$ cat src/rtl/acc_shift_pkg.sv
package acc_shift_pkg;

  typedef enum logic [1:0] {
    SK_ASR = 2'b00,
    SK_LSR = 2'b01,
    SK_ASL = 2'b10,
    SK_LSL = 2'b11
  } shift_kind_e;

  typedef enum logic [1:0] {
    SRC_IMM = 2'b00,
    SRC_AUX = 2'b01,
    SRC_ACC = 2'b10,
    SRC_RSV = 2'b11
  } amt_src_e;

endpackage

$ cat src/rtl/acc_shift_core.sv
module acc_shift_core
  import acc_shift_pkg::*;
#(
  parameter int GUARD_W = 4,
  parameter int WORD_W  = 32,
  parameter int AMT_W   = 6,
  localparam int ACC_W  = GUARD_W + WORD_W
) (
  input  shift_kind_e        kind,
  input  logic [ACC_W-1:0]   acc_in,
  input  logic [AMT_W-1:0]   amt,
  output logic [ACC_W-1:0]   acc_out
);

  logic              over_acc;
  logic              over_word;
  logic [WORD_W-1:0] word_sh;

  always_comb begin
    over_acc  = (int'(amt) >= ACC_W);
    over_word = (int'(amt) >= WORD_W);
    word_sh   = over_word ? '0 : (acc_in[WORD_W-1:0] >> amt);
    unique case (kind)
      SK_ASR:  acc_out = over_acc ? {ACC_W{acc_in[ACC_W-1]}}
                                  : ACC_W'($signed(acc_in) >>> amt);
      SK_LSR:  acc_out = {{GUARD_W{1'b0}}, word_sh};
      default: acc_out = over_acc ? '0 : (acc_in << amt);
    endcase
  end

endmodule

$ cat src/rtl/acc_shift_seq.sv
module acc_shift_seq
  import acc_shift_pkg::*;
#(
  parameter int LAT_AUX   = 1,
  parameter int LAT_OTHER = 2,
  localparam int CNT_W    = $clog2(LAT_OTHER + 1)
) (
  input  logic     clk,
  input  logic     rst_n,
  input  logic     req_valid,
  input  amt_src_e req_src,
  output logic     accept,
  output logic     busy,
  output logic     done
);

  logic [CNT_W-1:0] cnt_q;
  logic [CNT_W-1:0] cnt_d;
  logic [CNT_W-1:0] lat;

  always_comb begin
    lat    = (req_src == SRC_AUX) ? CNT_W'(LAT_AUX) : CNT_W'(LAT_OTHER);
    busy   = (cnt_q != '0);
    accept = req_valid && !busy;
    done   = (cnt_q == CNT_W'(1));
    if (accept)    cnt_d = lat;
    else if (busy) cnt_d = cnt_q - CNT_W'(1);
    else           cnt_d = '0;
  end

  always_ff @(posedge clk or negedge rst_n) begin
    if (!rst_n) cnt_q <= '0;
    else        cnt_q <= cnt_d;
  end

endmodule

$ cat src/rtl/acc_shift_unit.sv
module acc_shift_unit
  import acc_shift_pkg::*;
#(
  parameter int GUARD_W = 4,
  parameter int WORD_W  = 32,
  parameter int OPND_W  = 16,
  parameter int AMT_W   = 6,
  localparam int ACC_W  = GUARD_W + WORD_W
) (
  input  logic              clk,
  input  logic              rst_n,
  input  logic              req_valid,
  input  logic [1:0]        req_kind,
  input  logic [1:0]        req_src,
  input  logic [ACC_W-1:0]  src_acc,
  input  logic [OPND_W-1:0] shamt_word,
  output logic [ACC_W-1:0]  res_acc,
  output logic              res_done
);

  logic [1:0]       rst_sync_q;
  logic             rst_int_n;
  logic             accept_w;
  logic             busy_w;
  logic [ACC_W-1:0] shifted_w;
  logic [ACC_W-1:0] res_q;
  logic [ACC_W-1:0] res_d;
  logic             unused_hi;

  assign unused_hi = ^shamt_word[OPND_W-1:AMT_W];

  always_ff @(posedge clk or negedge rst_n) begin
    if (!rst_n) rst_sync_q <= 2'b00;
    else        rst_sync_q <= {rst_sync_q[0], 1'b1};
  end
  assign rst_int_n = rst_sync_q[1];

  acc_shift_core #(
    .GUARD_W (GUARD_W),
    .WORD_W  (WORD_W),
    .AMT_W   (AMT_W)
  ) core_i (
    .kind    (shift_kind_e'(req_kind)),
    .acc_in  (src_acc),
    .amt     (shamt_word[AMT_W-1:0]),
    .acc_out (shifted_w)
  );

  acc_shift_seq seq_i (
    .clk       (clk),
    .rst_n     (rst_int_n),
    .req_valid (req_valid),
    .req_src   (amt_src_e'(req_src)),
    .accept    (accept_w),
    .busy      (busy_w),
    .done      (res_done)
  );

  always_comb begin
    res_d = accept_w ? shifted_w : res_q;
  end

  always_ff @(posedge clk or negedge rst_int_n) begin
    if (!rst_int_n) res_q <= '0;
    else            res_q <= res_d;
  end

  assign res_acc = res_q;

endmodule

$ cat config.mk
export PLATFORM = sky130hd
export DESIGN_NAME = acc_shift_unit
export DESIGN_NICKNAME = d
export VERILOG_FILES = /design/src/rtl/acc_shift_pkg.sv /design/src/rtl/acc_shift_core.sv /design/src/rtl/acc_shift_seq.sv /design/src/rtl/acc_shift_unit.sv
export SDC_FILE = /design/constraint.sdc
export NUM_CORES = 1
export LEC_CHECK = 0
export BUFFER_PORTS_ARGS = -buffer_cell sky130_fd_sc_hd__buf_2
export CAP_MARGIN = 10
export CORE_AREA = 3 3 140 142
export DETAILED_ROUTE_END_ITERATION = 6
export DIE_AREA = 0 0 143 145
export MAX_ROUTING_LAYER = met4
export SLEW_MARGIN = 15
export SYNTH_ARGS = -nofsm -noshare
export SYNTH_HDL_FRONTEND = slang
export SYNTH_SLANG_ARGS = --single-unit
$ cat constraint.sdc
create_clock -name clk -period 1.4 [get_ports clk]
set_input_delay 0.28 -clock clk [delete_from_list [all_inputs] [get_ports clk]]
set_output_delay 0.28 -clock clk [all_outputs]
set_load 0.005 [all_outputs]
==> results of run 1 <==
-- power by group --
group / switching [mW] / leakage [nW] / internal (mW) / total (mW)
Clock: 0.569 / 0.0840 / 0.850 / 1.42
Combinational: 3.65 / 4.53 / 3.59 / 7.24
Sequential: 0.406 / 0.469 / 1.73 / 2.14
-- repair_timing --
item                       4_1_cts  5_1_grt
pin swaps                       39       48
buffers inserted                26       20
hold buffers                     1        0
resized for setup              139       96
setup endpoints to repair       37       37
hold endpoints to repair         2        0
gates cloned                     5        1
-- layer usage --
layer / vias to the layer above / wire length [um] / track usage, %
met5: - / 0 / -
met4: 0 / 2680 / 18.4
met3: 193 / 4610 / 7.32
met1: 4696 / 16100 / 53.4
li1: 4034 / - / -
met2: 816 / 18700 / 59.0
-- Yosys cell counts (6+ instances only) --
library cell	number	area, um^2
nand2_1	54	203
o32ai_1	7	61.3
nor2b_1	10	62.6
a21oi_1	31	155
a22oi_1	8	60.1
mux4_1	7	184
clkbuf_1	49	184
nand2b_1	12	75.1
nor3_1	21	105
o22ai_1	19	119
mux2_2	22	248
and2_1	7	43.8
a31oi_1	16	100
buf_4	7	52.6
buf_2	25	125
o211ai_1	7	52.6
nand3_1	24	120
o31ai_1	7	52.6
dfrtp_1	40	1000
o221ai_1	8	70.1
inv_1	11	41.3
o21ai_0	35	175
buf_6	15	169
mux2i_1	86	861
a2bb2oi_1	6	52.6
mux4_2	63	1420
o21ai_1	6	30.0
a211oi_1	13	97.6
nor3b_1	6	45.0
nor2_1	70	263
-- cell families after synthesis --
group	Yosys count	share of synthesized area (%)
DFF	40	13.6
AOI/OAI and AO/OA	238	23.2
and+or+nand+nor	242	16.2
muxes	184	37.8
other	1	0.0508
buffers and inverters	119	9.30
-- worst min-delay path by stage --
stage | start | slack, ps | cells after the start | endpoint
after detailed placement | rst_n | 70 | 1 | rst_sync_q[0]
after global routing | rst_sync_q[1] | 260 | 1 | res_acc[9]
after global placement | rst_n | 70 | 1 | rst_sync_q[0]
after CTS | rst_sync_q[1] | 250 | 1 | res_acc[9]
after floorplan | rst_n | -20 | 0 | rst_sync_q[0]
final | rst_sync_q[1] | 230 | 1 | res_acc[9]
-- flip-flops by register name, summed over array words and instances (netlist names) --
signal	count
seq_i.cnt_q	2
rst_sync_q	2
res_acc	36
-- worst reg2reg max path: stages (launching register included) --
cell and delay, ps:
dfrtp_1 420, buf_6 130, or3b_4 440, nor2_4 130, buf_6 150, a21oi_4 70, or3_1 350
-- metrics by stage --
step	setup TNS [ps]	util (%)
6_report	-14190	64.8
3_3_place_gp	-26840	55.9
2_1_floorplan	-13900	-
3_5_place_dp	-27060	55.9
5_1_grt	-15240	64.8
4_1_cts	-12980	61.6
-- cell type report --
cell class                      instances  area, um^2
Clock buffer                            5         125
Tap cell                              234         293
Clock inverter                          3        47.5
Sequential cell                        40        1000
Fill cell                            1518        6540
Timing Repair Buffer                  473        3930
Multi-Input combinational cell        665        6570
Inverter                               13        61.3
==> impl_metrics.csv, run 1 <==
group,metric,value,unit
die,rows,50,
die,dieHeight,145,um
placed_design,place_inst,1379,
worst_hold_path,hp-class,"reg -> async",
status,violations,"design-rule violations, negative setup slack",
final_layout,n_antenna_cell,0,
status,status,"finished, violations left",
sta,worst_slew_pin_slew,705,ps
detailed_routing,wl,42.1,mm
final_layout,layout.nets,1257,
clock_tree,root_buffer,"clkbuf_16",
die,pin_count,96,
detailed_routing,final_antenna_net_count,0,
global_routing,grt_use_total,40.0,%
critical_path,worstSetupEndpointType,"flip-flop",
placed_design,gp_congestion,1.09,
final_layout,drive_above_1_share,58.5,%
sta,finalWorstSetupSlack,-504,ps
yosys,ys_seq_area_share,13.6,%
placed_design,place.port_buffers,85,
critical_path,startpoint,"shamt_word[1]",
detailed_routing,drt_pass1_iterations,7,
detailed_routing,drt_iter0_drc,1495,
critical_path,regToRegSetupSlack,-420,ps
critical_path,path_depth,7,
final_layout,area_delta_synth_final,63.0,%
final_layout,layout_commonest_cell,"buf_4",
global_routing,grt_pass1_vias,9169,
clock_tree,clk_path_buf_depth,2,
yosys,netlist_area,0.00739,mm^2
detailed_routing,dr_total_vias,9739,
global_routing,antenna_found_initial,0,
critical_path,cp.arrival,2090,ps
critical_path,path_cells,"buf_16 > mux4_2 > a222oi_1 > buf_4 > nor3_4 > o31ai_2 > a21oi_1",
flow_run,cap_violations,0,
critical_path,worstPathRequired,1580,ps
sta,clock_skew,8.93,ps
yosys,post_synth_num_cell_types,88,
critical_path,path_buf_inv,2,
critical_path,cpMaxStageDelayCell,"a222oi_1",
clock_tree,clock_sinks,40,
yosys,synthesis.nets,883,
final_layout,most-common-layout-cells,"buf_4, buf_2, mux4_2",
power,total_power,10.8,mW
yosys,ys.flop_type,"dfrtp_1",
yosys,syn_avg_cell_area,8.96,um^2
sta,period_minus_slack,1900,ps
critical_path,crit_fanout,5,
clock_tree,cts_made_buffers,5,
die,die_w,143,um
placed_design,place_ws,-944,ps
die,coreArea,0.0186,mm^2
sta,clock.fmax,525,MHz
yosys,synth-edff-count,0,
power,p_per_area,897,mW/mm^2
clock_tree,cts_tree,"built",
power,ir_drop,449,uV
die,initial_utilization,39.8,%
critical_path,start_kind,"input pin",
sta,final_max_slew_viol_count,0,
critical_path,crit_end,"res_acc[11]",
global_routing,gr-total-overflow,0,
detailed_routing,routedWlPerCell,29.4,um
sta,fin_crit_sh,136,%
placed_design,placed_area,0.0104,mm^2
die,design.die.area,0.0207,mm^2
sta,setup_viol,37,
critical_path,ff2ff_path_depth,6,
sta,relSlewSlack,52.8,%
sta,final_hold_viol_count,0,
power,leakagePower,5.09,nW
clock_tree,htreeDepth,2,
yosys,yosys_warnings,0,
critical_path,max_stage_delay,560,ps
sta,rsz0062_at_grt,"true",
critical_path,cp_top_family,"compound AO/OA/AOI/OAI gates",
clock_tree,worstSkewPairLatency,300,ps
critical_path,r2r_start,"seq_i.cnt_q[0]",
critical_path,timing.rr.end,"res_acc[12]",
detailed_routing,remaining_drc_errors,5,
final_layout,finalNonFillerCells,1433,
critical_path,worstSetupPathType,"in -> reg",
yosys,synthArstFlopShare,100,%
yosys,syn_inst,824,
global_routing,grt_pass1_wl,60.6,mm
final_layout,finalInstanceArea,0.0120,mm^2
sta,fin_hold_ws,231,ps
yosys,synth_seq_cells,40,
clock_tree,cts.clk_slew.worst_paths,70,ps
placed_design,dp_hpwl,32.5,mm
detailed_routing,post_drt_via_cell_ratio,6.80,
global_routing,grt_max_degree,39,
Note: power is estimated with default switching activity, not from simulation.
==> run 2, diff against run 1 <==
--- a/config.mk
+++ b/config.mk
@@ -11,6 +11,7 @@
 export DETAILED_ROUTE_END_ITERATION = 6
 export DIE_AREA = 0 0 143 145
 export MAX_ROUTING_LAYER = met4
+export SETUP_SLACK_MARGIN = 0.3
 export SLEW_MARGIN = 15
 export SYNTH_ARGS = -nofsm -noshare
 export SYNTH_HDL_FRONTEND = slang
==> run 2 against run 1 <==
Against the previous run: the run ends with negative setup slack left; register-to-register slack better by 20 ps; first-iteration DRC count decreased by 23%; maximum frequency down 6.5%; count of clock-buffer cells in the layout did not move; non-clock buffer count up 21; global-route usage is 1.9 points higher; critical path type unchanged.
==> impl_metrics.csv, run 2 (synthesis results as in run 1) <==
group,metric,value,unit
status,status,"finished, violations left",
status,violations,"negative setup slack",
global_routing,grt_pass1_vias,9345,
critical_path,crit_fanout,7,
final_layout,most-common-layout-cells,"buf_4, buf_2, mux2i_1, mux4_2, nor2_1",
sta,setup_tns,-15450,ps
detailed_routing,dr_total_vias,9725,
critical_path,r2r_start,"seq_i.cnt_q[1]",
final_layout,nFillCells,1566,
sta,finalWorstSetupSlack,-636,ps
final_layout,layout_commonest_cell,"buf_4",
die,rows,50,
power,clkPwrFrac,13.1,%
final_layout,layout.nets,1278,
detailed_routing,routedWlPerCell,29.9,um
sta,clock_skew,12.3,ps
placed_design,place.port_buffers,85,
final_layout,area_delta_synth_final,65.1,%
final_layout,drive_above_1_share,59.9,%
critical_path,cp_top_family,"compound AO/OA/AOI/OAI gates",
power,p_sw_share,42.9,%
sta,fin_hold_ws,220,ps
sta,clock.fmax,491,MHz
critical_path,worstSetupEndpointType,"flip-flop",
power,total_power,10.9,mW
global_routing,grt_pass1_wl,62.8,mm
power,internal-power,6.25,mW
critical_path,max_stage_delay,740,ps
flow_run,cap_violations,0,
critical_path,path_cells,"buf_16 > mux4_2 > a222oi_1 > buf_4 > nor3_2 > o31ai_1 > a21oi_1",
worst_hold_path,hp-class,"reg -> async",
global_routing,grt_use_total,41.9,%
critical_path,startpoint,"shamt_word[1]",
sta,final_max_slew_viol_count,0,
critical_path,timing.rr.end,"res_acc[17]",
critical_path,worstSetupPathType,"in -> reg",
die,pin_count,96,
power,p_sw,4.69,mW
clock_tree,cts_tree,"built",
sta,setup_viol,36,
die,coreArea,0.0186,mm^2
clock_tree,clock_sinks,40,
detailed_routing,drt_pass1_iterations,5,
detailed_routing,final_antenna_net_count,0,
die,die_w,143,um
critical_path,path_depth,7,
detailed_routing,post_drt_via_cell_ratio,6.69,
placed_design,dp_hpwl,34.3,mm
die,initial_utilization,39.8,%
detailed_routing,remaining_drc_errors,0,
sta,fin_crit_sh,145,%
clock_tree,worstSkewPairLatency,310,ps
detailed_routing,drt_iter0_drc,1148,
power,p_per_area,897,mW/mm^2
clock_tree,root_buffer,"clkbuf_16",
clock_tree,cts.clk_slew.worst_paths,80,ps
die,dieHeight,145,um
final_layout,n_antenna_cell,0,
die,design.die.area,0.0207,mm^2
clock_tree,clk_path_buf_depth,2,
sta,relSlewSlack,48.6,%
power,seqPwrFrac,19.4,%
critical_path,worstPathRequired,1590,ps
sta,final_hold_viol_count,0,
critical_path,path_buf_inv,2,
power,pwr-share-comb,67.5,%
power,ir_drop,462,uV
critical_path,cp.arrival,2230,ps
critical_path,ff2ff_path_depth,6,
clock_tree,htreeDepth,2,
global_routing,antenna_found_initial,0,
sta,period_minus_slack,2040,ps
sta,rsz0062_at_grt,"true",
critical_path,start_kind,"input pin",
final_layout,largest_reg_flops,36,
critical_path,regToRegSetupSlack,-400,ps
critical_path,crit_end,"res_acc[11]",
placed_design,place_inst,1395,
power,leakagePower,5.18,nW
global_routing,gr-total-overflow,0,
sta,worst_slew_pin_slew,771,ps
final_layout,finalNonFillerCells,1454,
critical_path,cpMaxStageDelayCell,"a222oi_1",
placed_design,gp_congestion,1.09,
global_routing,grt_max_degree,39,
detailed_routing,wl,43.5,mm
clock_tree,cts_made_buffers,5,
[run 2: final cells by class]
class	instances	area, um^2	area share (%)
inverters	13	61.3	0.503
well taps	234	293	2.40
clock inverters	3	42.5	0.349
clock buffers	5	125	1.03
repair buffers	494	4070	33.4
multi-input cells	665	6600	54.1
flip-flops and latches	40	1000	8.22
[run 2: timing repair]
| action | in CTS | in global routing |
|---|---|---|
| pin swaps | 58 | 49 |
| buffers inserted | 31 | 16 |
| gates cloned | 3 | 0 |
| resized for setup | 166 | 64 |
| setup endpoints to repair | 54 | 64 |
| hold endpoints to repair | 2 | 0 |
| hold buffers | 1 | 0 |
[run 2: power by group through the flow]
stage / registers, mW / clock network [mW] / logic, mW
detailed placement: 2.14 / 0 / 6.07
finish: 2.12 / 1.43 / 7.39
CTS: 2.11 / 1.41 / 6.83
floorplan: 2.12 / 0 / 2.85
global placement: 2.13 / 0 / 6.07
global route: 2.18 / 1.43 / 7.75
[run 2: metrics by stage]
stage	setup slack, ps	area (um^2)	util [%]
6_report	-636	12200	65.6
5_1_grt	-626	12200	65.6
4_1_cts	-616	11800	63.5
3_5_place_dp	-1090	10500	56.8
3_3_place_gp	-1080	10500	56.8
2_1_floorplan	-532	7650	-
[run 2: metal layers]
metal	global-route usage [%]	vias up	part of all wire, %
met5	-	-	0
li1	-	4071	-
met4	20.7	0	6.7
met1	56.0	4704	39
met2	61.0	765	44
met3	7.48	185	10
[run 2: worst min path at each step]
stage / startpoint / endpoint / slack, ps / cells after the start
finish: rst_sync_q[1] / res_acc[11] / 220 / 1
global route: rst_sync_q[1] / res_acc[11] / 270 / 1
CTS: rst_sync_q[1] / res_acc[28] / 250 / 1
detailed placement: rst_n / rst_sync_q[0] / 70 / 1
global placement: rst_n / rst_sync_q[0] / 70 / 1
floorplan: rst_n / rst_sync_q[0] / -20 / 0
[run 2: worst register-to-register path, stage by stage, from the launching register on]
cell and delay (ps):
dfrtp_1 440, or3b_4 440, buf_4 210, nor2_1 140, o31a_1 180, and3_1 200
a21oi_1 80
